==> src/rtl/cmpo_pkg.sv <==
package cmpo_pkg;

    typedef enum logic [1:0] {
        ACT_HOLD   = 2'b00,
        ACT_TOGGLE = 2'b01,
        ACT_CLEAR  = 2'b10,
        ACT_SET    = 2'b11
    } act_e;

    localparam logic [2:0] A_CFG  = 3'd0;
    localparam logic [2:0] A_CTL  = 3'd1;
    localparam logic [2:0] A_CNT  = 3'd2;
    localparam logic [2:0] A_CMPA = 3'd3;
    localparam logic [2:0] A_CMPB = 3'd4;
    localparam logic [2:0] A_FLG  = 3'd5;

    localparam logic [2:0] MODE_CTC = 3'b010;
    localparam logic [2:0] MODE_PWM = 3'b111;

    localparam int CTL_FRC_A = 7;
    localparam int CTL_FRC_B = 6;
    localparam int CTL_MHI   = 3;

endpackage

==> src/rtl/cmpo_prescale.sv <==
module cmpo_prescale #(
    parameter int PRE_W = 10
) (
    input  logic       clk,
    input  logic       rst_n,
    input  logic [2:0] sel,
    output logic       tick
);
    localparam int TAP1 = 3;
    localparam int TAP2 = 6;
    localparam int TAP3 = 8;
    localparam int TAP4 = PRE_W;

    logic [PRE_W-1:0] pre_d, pre_q;

    always_comb begin
        pre_d = pre_q + 1'b1;
        case (sel)
            3'b001:  tick = 1'b1;
            3'b010:  tick = &pre_q[TAP1-1:0];
            3'b011:  tick = &pre_q[TAP2-1:0];
            3'b100:  tick = &pre_q[TAP3-1:0];
            3'b101:  tick = &pre_q[TAP4-1:0];
            default: tick = 1'b0;
        endcase
    end

    always_ff @(posedge clk) begin
        if (!rst_n) pre_q <= '0;
        else        pre_q <= pre_d;
    end

endmodule

==> src/rtl/cmpo_channel.sv <==
module cmpo_channel
    import cmpo_pkg::*;
#(
    parameter int W = 8
) (
    input  logic         clk,
    input  logic         rst_n,
    input  logic [W-1:0] count,
    input  logic         fresh,
    input  logic [W-1:0] cmp,
    input  act_e         act,
    input  logic         force_in,
    input  logic         pwm,
    output logic         match,
    output logic         wave
);
    logic out_d, out_q;
    logic hit;
    logic below;

    always_comb begin
        match = fresh && (count == cmp);
        below = (count < cmp);
        hit   = !pwm && (match || force_in);
        out_d = out_q;
        if (pwm) begin
            case (act)
                ACT_CLEAR: out_d = below;
                ACT_SET:   out_d = !below;
                default:   out_d = out_q;
            endcase
        end else if (hit) begin
            case (act)
                ACT_TOGGLE: out_d = !out_q;
                ACT_CLEAR:  out_d = 1'b0;
                ACT_SET:    out_d = 1'b1;
                default:    out_d = out_q;
            endcase
        end
    end

    always_ff @(posedge clk) begin
        if (!rst_n) out_q <= 1'b0;
        else        out_q <= out_d;
    end

    assign wave = out_q;

endmodule

==> src/rtl/cmpo_timer.sv <==
module cmpo_timer
    import cmpo_pkg::*;
#(
    parameter int W     = 8,
    parameter int PRE_W = 10,
    parameter int NCH   = 2
) (
    input  logic       clk,
    input  logic       rst_n,
    input  logic       wr_en,
    input  logic [2:0] addr,
    input  logic [7:0] wdata,
    output logic [7:0] rdata,
    output logic       wave_a,
    output logic       wave_b,
    output logic       irq_a,
    output logic       irq_b
);
    localparam int LAST = NCH - 1;

    typedef struct packed {
        logic [1:0]                mode_lo;
        logic                      mode_hi;
        logic [2:0]                clk_sel;
        logic [NCH-1:0][1:0]       act;
        logic [W-1:0]              count;
        logic [NCH-1:0][W-1:0]     cmp;
        logic [NCH-1:0]            flag;
        logic                      fresh;
    } state_t;

    state_t d, q;

    logic           tick;
    logic           pwm;
    logic           ctc;
    logic [NCH-1:0] force_v;
    logic [NCH-1:0] match_v;
    logic [NCH-1:0] wave_v;

    cmpo_prescale #(.PRE_W(PRE_W)) u_pre (
        .clk   (clk),
        .rst_n (rst_n),
        .sel   (q.clk_sel),
        .tick  (tick)
    );

    assign pwm = ({q.mode_hi, q.mode_lo} == MODE_PWM);
    assign ctc = ({q.mode_hi, q.mode_lo} == MODE_CTC);

    always_comb begin
        force_v = '0;
        if (wr_en && addr == A_CTL) begin
            force_v[0] = wdata[CTL_FRC_A];
            force_v[1] = wdata[CTL_FRC_B];
        end
    end

    genvar g;
    generate
        for (g = 0; g < NCH; g++) begin : g_ch
            cmpo_channel #(.W(W)) u_ch (
                .clk      (clk),
                .rst_n    (rst_n),
                .count    (q.count),
                .fresh    (q.fresh),
                .cmp      (q.cmp[g]),
                .act      (act_e'(q.act[g])),
                .force_in (force_v[g]),
                .pwm      (pwm),
                .match    (match_v[g]),
                .wave     (wave_v[g])
            );
        end
    endgenerate

    always_comb begin
        d = q;
        d.fresh = tick;
        if (tick) begin
            if (ctc && q.count == q.cmp[0]) d.count = '0;
            else                            d.count = q.count + 1'b1;
        end
        if (wr_en) begin
            case (addr)
                A_CFG: begin
                    d.mode_lo = wdata[1:0];
                    d.act[1]  = wdata[3:2];
                    d.act[0]  = wdata[5:4];
                end
                A_CTL: begin
                    d.mode_hi = wdata[CTL_MHI];
                    d.clk_sel = wdata[2:0];
                end
                A_CNT: begin
                    d.count = wdata[W-1:0];
                    d.fresh = 1'b0;
                end
                A_CMPA:  d.cmp[0] = wdata[W-1:0];
                A_CMPB:  d.cmp[1] = wdata[W-1:0];
                A_FLG:   d.flag   = q.flag & ~wdata[NCH-1:0];
                default: ;
            endcase
        end
        d.flag = d.flag | match_v;
    end

    always_ff @(posedge clk) begin
        if (!rst_n) q <= '0;
        else        q <= d;
    end

    always_comb begin
        rdata = '0;
        case (addr)
            A_CFG:   rdata = {2'b00, q.act[0], q.act[1], q.mode_lo};
            A_CTL:   rdata = {4'b0000, q.mode_hi, q.clk_sel};
            A_CNT:   rdata = q.count;
            A_CMPA:  rdata = q.cmp[0];
            A_CMPB:  rdata = q.cmp[1];
            A_FLG:   rdata = {{(8-NCH){1'b0}}, q.flag};
            default: rdata = '0;
        endcase
    end

    assign wave_a = wave_v[0];
    assign wave_b = wave_v[LAST];
    assign irq_a  = q.flag[0];
    assign irq_b  = q.flag[LAST];

endmodule

==> config.mk <==
export PLATFORM = sky130hd
export DESIGN_NAME = cmpo_timer
export DESIGN_NICKNAME = d
export VERILOG_FILES = /design/src/rtl/cmpo_pkg.sv /design/src/rtl/cmpo_prescale.sv /design/src/rtl/cmpo_channel.sv /design/src/rtl/cmpo_timer.sv
export SDC_FILE = /design/constraint.sdc
export NUM_CORES = 1
export LEC_CHECK = 0
export BUFFER_PORTS_ARGS = -buffer_cell sky130_fd_sc_hd__buf_2
export CELL_PAD_IN_SITES_DETAIL_PLACEMENT = 0
export CELL_PAD_IN_SITES_GLOBAL_PLACEMENT = 1
export CORE_MARGIN = 1.5
export CORE_UTILIZATION = 42
export CTS_BUF_LIST = sky130_fd_sc_hd__clkbuf_2
export DETAILED_ROUTE_END_ITERATION = 10
export GPL_ROUTABILITY_DRIVEN = 0
export PLACE_DENSITY = 0.87
export SYNTH_ARGS = -nofsm -noshare
export SYNTH_HDL_FRONTEND = slang
export SYNTH_SLANG_ARGS = --single-unit
==> constraint.sdc <==
create_clock -name clk -period 1.9 [get_ports clk]
set_input_delay 0.095 -clock clk [delete_from_list [all_inputs] [get_ports clk]]
set_output_delay 0.095 -clock clk [all_outputs]
set_load 0.02 [all_outputs]
* Yosys cells after proc, flatten, opt, wreduce, memory -nomap -nowiden
Index checks and enable logic that the tools add are counted.
** Storage, ports and cells
- Output and inout port bits :: 12
- Register bits :: 49
** Cells by class
- Equality and inequality tests :: 24
- Muxes and demuxes :: 19
- Order comparisons :: 2
- Bitwise logic cells :: 3
- Reduce and logical (&&, ||, !) cells :: 26
- $add $sub $neg :: 2
** Operator list (number)
- one-hot mux 8 bit (6 select lines) :: 1
- 2-to-1 mux 8 bit :: 5
- 2-to-1 mux 27 bit :: 1
- == test 8 bit :: 2
- less-than comparator 8 bit :: 2
- == test 3 x 2 -> 1 bit (second input constant) :: 5
- == test 3 bit (second input constant) :: 5
- adder 10 x 1 -> 10 bit (second input constant) :: 1
- AND reduction 10 bit :: 1
- AND reduction 3 bit :: 3
- adder 8 x 1 -> 8 bit (second input constant) :: 1
- == test 2 bit (second input constant) :: 4
- inequality test 4 bit (second input constant) :: 2
- AND reduction 2 bit :: 4
- AND reduction 8 bit :: 1
- == test 3 x 1 -> 1 bit (second input constant) :: 2
- logical AND 1 bit :: 6
- inequality test 3 bit (second input constant) :: 2
- one-hot mux 1 bit (3 select lines) :: 2
- AND reduction 6 bit :: 1
- logical NOT 1 bit :: 5
- 2-to-1 mux 1 bit :: 5
- one-hot mux 1 bit (5 select lines) :: 1
- == test 2 x 1 -> 1 bit (second input constant) :: 2
- 8 further kinds :: 12

* Longest topological paths before layout
- Depth after elaboration :: 7
- Gate-level depth with buffers :: 8
- Depth with buffers taken out :: 7

* By module
From an unflattened synthesis, not the netlist that was laid out.
** Second synthesis, totals
- Cells, all modules :: 371
- Area, all modules :: 3081.7 um^2
** By module, submodules not included
- cmpo_timer :: sequential area each 740.7 um^2, instances 1, cells an instance 238, area an instance 2001.9 um^2
- cmpo_channel :: sequential area each 20.0 um^2, instances 2, cells an instance 40, area an instance 297.8 um^2
- cmpo_prescale :: sequential area each 200.2 um^2, instances 1, cells an instance 53, area an instance 484.2 um^2

* Least setup slack after synthesis
Ideal clock, no wire load.
- Path type :: register -> register
- Start point :: register u_pre.pre_q[0]
- End point :: register q[25] (netlist name)
- Path buffers :: 0
- Cell stages (with the launch flop) :: 7
- Path slack :: -59 ps
- Arrival :: 1885 ps
- Period minus slack after synthesis :: 1959 ps
- Cell sequence :: dfxtp_1 ha_1 and2_1 nand4_4 o32a_4 or4_1 a31oi_1
** On the way
- Word-level cells in the longest chain between the ends :: 5
- Elaborated cells between the ends (all ways) :: 8
- Classes of those cells :: mux: 4; reduce/logical: 4
** Ends and longest elaborated chain
- start, declared :: RTL line cmpo_prescale.sv:14 : logic [PRE_W-1:0] pre_d, pre_q;
- start signal, assigned :: RTL line cmpo_prescale.sv:30 : else pre_q <= pre_d;
- AND reduction 10 bit (tied with other cells) :: RTL line cmpo_prescale.sv:23 : 3'b101: tick = &pre_q[TAP4-1:0];
- one-hot mux 1 bit (5 select lines) * :: RTL line cmpo_prescale.sv:18 : case (sel)
- 2-to-1 mux 8 bit * :: RTL line cmpo_timer.sv:80 : if (tick) begin
- 2-to-1 mux 8 bit :: RTL line cmpo_timer.sv:85 : case (addr)
- 2-to-1 mux 27 bit * :: RTL line cmpo_timer.sv:84 : if (wr_en) begin
- end signal, assigned :: RTL line cmpo_timer.sv:109 : if (!rst_n) q <= '0;
- end signal, assigned :: RTL line cmpo_timer.sv:110 : else q <= d;
- end, declared :: RTL line cmpo_timer.sv:32 : state_t d, q;
Mark *: on every way between the ends. The rest lies on a longest branch, timed or not.
A chain may end at the register's enable or synchronous reset.

* Worst setup path after layout
- Start point :: register u_pre.pre_q[1]
- End point :: register q[25] (netlist name)
Same word-level chain as after synthesis.

==> results.md <==
* Mapped cell area at 0.00297 mm2
* Setup crit start kind: flip-flop
* Fill cell count at 644
* Post-synth top area share at ~33%
* RSZ-0062 raised after global routing: true
* Largest net degree at the start of global routing at 27
* DR WL/cell at 16.1 um
* TritonCTS Buffers at 5
* Row count at 30
* Synth async-reset ratio at 0%
* Switching part of the total power at 30.8%
* Reg2reg path depth at 7
* CP max-delay cell: or4_4
* Top-level port count at 26
* GRT overflow at 0
* Clk_skew at about 22 ps
* Commonest non-fill, non-tap cell in the layout: nand2_1
* Post-synth EDFFs at 0
* Iteration-0 DRC Markers at 159
* Number of clock sinks at 49
* Critical Path Max Stage Delay at just under 500 ps
* Final hold viol count at 0
* Vias at approximately 2700
* CP dominant cell by count: ha_4
* Initial antenna violation count at 0
* Worst R2R Start: u_pre.pre_q[1]
* Logic gate share of total power at between 15 and 20%
* Pre-antenna DRT Iters at 4
* Final setup viols at 0
* Maximum resistive drop on vdd at 0.373 mV
* Reg power frac at about 57%
* Initial Utilization at between 40 and 50%
* First-pass GRT wire length at ~12 mm
* Antenna viol nets, final at 0
* Synth warn at 0
* Last element of the critical path: q[25]
* Clock root buffer: clkbuf_2
* Critical Path End Type: flip-flop
* Htree depth at 2
* Switching pwr at 0.583 mW
* Final wirelength at around 8 mm
* GRT Util Overall at between 20% and 30%
* Ys flop type: dfxtp_1
* Max-slew violations at 0
* Cells after Synth at between 300 and 400
* Reg2reg setup slack at 40 ps
* Die Area at 0.00757 mm2
* CTS max path bufs at 2
* Vias in the first global route at 2510
* Status: finished clean
* Mean Syn Cell Area at 8.42 um2
* R2R Path End: q[25]
* Layout cells sized above 1 at roughly 27%
* Die Y at around 87 um
* Most frequent cells in the layout: 34 x nand2_1, 30 x dfxtp_1, 29 x buf_4
* Int Pwr at roughly 1.3 mW
* DP HPWL at about 5.7 mm
* Arr. time, crit path at approximately 2300 ps
* Pre-CTS WS at -44.4 ps
* Crit-path cells: ha_4 -> ha_4 -> and3b_1 -> a221oi_2 -> o32a_4 -> or4_4 -> a31oi_1
* Drc violations at 0
* Fin crit period at 1860 ps
* Die span in x at roughly 87 um
* Clock-pin transition on the worst setup and hold timing paths at around 280 ps
* Leakage at roughly 1.4 nW
* Post-synthesis sequential area ratio at 33.1%
* Clk_lat worst skew at between 400 and 500 ps
* WS Path Type: reg2reg
* Peak Freq at around 540 MHz
* Synth area leaders: dfxtp_1 33%, ha_1 8.0%, mux2i_1 6.4%, nor2b_1 4.9%, nand2_1 4.3%
* Synth Net Count at just under 400
* Core area at about 0.0068 mm2
* TritonCTS clock tree: done
* Worst-margin pin slew at about 440 ps
* Max-cap violation count at 0
* Largest area contributor in the netlist: dfxtp_1
* DR vias/cell at between 5 and 6
* Slew margin rel. at 70.9%
* Nets@finish at roughly 440
* Synthesized flop and latch total at just under 50
* Power per Cell Area at around 520 mW/mm2
* Post-layout power at ~1.9 mW
* ANT cells at 0
* Critical Path RT at 2310 ps
* Worst Setup SP: u_pre.pre_q[1]
* Setup ws final at roughly 36 ps
* Final period util at ~100%
* Hold Path Class: in2reg
* Distinct cell type count after synthesis at 50
* Area grow syn2layout at 22.8%
* Clock power share at ~25%
* I/O Buffers at 25
* CP max FO at 6
-- critical path: cells and delay by family (launching register included) --
| kind | cells | cell delay [ps] |
|---|---|---|
| compound gates | 3 | 440 |
| flops | 1 | 420 |
| fa+ha+maj | 2 | 290 |
| simple gates | 2 | 660 |
-- power groups by stage --
stage	combinational [mW]	sequential [mW]	clock (mW)
2_1_floorplan	0.179	1.09	0
3_3_place_gp	0.277	1.10	0
3_5_place_dp	0.283	1.10	0
4_1_cts	0.302	1.08	0.489
5_1_grt	0.364	1.09	0.533
6_report	0.334	1.08	0.474
-- cell families after synthesis --
logic type                 after synthesis  share of synthesized area [%]
xor gates and xnor gates                 7                           2.07
buffers and inverters                   36                           4.77
DFF                                     49                           33.1
muxes                                   22                           8.31
and+or+nand+nor                        137                           26.2
AOI/OAI and AO/OA                       82                           17.5
adders and majority gates               19                           8.02
-- flip-flops by register name (all words and copies together), names as in the netlist --
register and cells:
q 35, g_ch.u_ch.wave 2, irq_b 1, irq_a 1, u_pre.pre_q 10
-- per-stage QoR --
stage / TNS (ps) / area (um2) / utilization [%] / std cells / hold WS, ps
3_5_place_dp: -91.2 / 3320 / 48.9 / 479 / 405
5_1_grt: -89.3 / 3640 / 53.6 / 500 / 1.46
3_3_place_gp: 0 / 3320 / 48.9 / 479 / 396
4_1_cts: -0.0877 / 3480 / 51.3 / 496 / 24.6
6_report: 0 / 3640 / 53.6 / 500 / 49.7
2_1_floorplan: 0 / 2970 / - / 352 / 240
-- metal layers --
metal | GRT usage [%] | part of all wire [%]
met1 | 29.1 | 46
met2 | 33.8 | 48
met3 | 3.03 | 4.9
met4 | 5.57 | 0.81
met5 | 0 | 0
-- worst min path at each step --
stage	start	to	slack (ps)	depth (start not counted)
finish	rst_n	q[19]	50	3
global route	rst_n	q[19]	1	3
CTS	rst_n	q[19]	20	3
detailed placement	wdata[4]	q[7]	400	3
global placement	wdata[4]	q[7]	400	3
floorplan	wdata[7]	q[10]	240	2
-- area by class of cell --
cell class	count	area [um2]	share of cell area, %
Multi-Input combinational cell	267	1980	54.2
Sequential cell	49	1000	27.6
Timing Repair Buffer	61	424	11.6
Tap cell	96	120	3.30
Inverter	19	71.3	1.96
Clock buffer	5	25.0	0.687
Clock inverter	3	21.3	0.584
-- timing repair --
item	in CTS	in global routing
pin swaps	1	11
setup endpoints to repair	6	8
hold endpoints to repair	35	0
hold buffers	8	0
buffers inserted	1	6
gates resized for setup	7	38
-- synth_stat cells, types with 2 or more instances --
cell type   n
a21o_1      2
a21boi_0   11
and3_2      3
and3_1      7
and4_1      4
nand3_1     9
nand4b_1    4
and2_1     14
inv_1      19
nor2b_1    23
nand4_1     5
o22ai_1     2
mux2i_1    19
a211oi_1    2
nor2_1     21
a21oi_1    20
xnor2_1     7
a31oi_1    11
ha_1       19
clkbuf_1   12
nor4bb_1    2
dfxtp_1    49
buf_1       3
mux4_2      2
o21ai_0    22
or4_1       2
nand2_1    34
a31o_2      2
No activity file was read; power rests on OpenSTA's default activity.
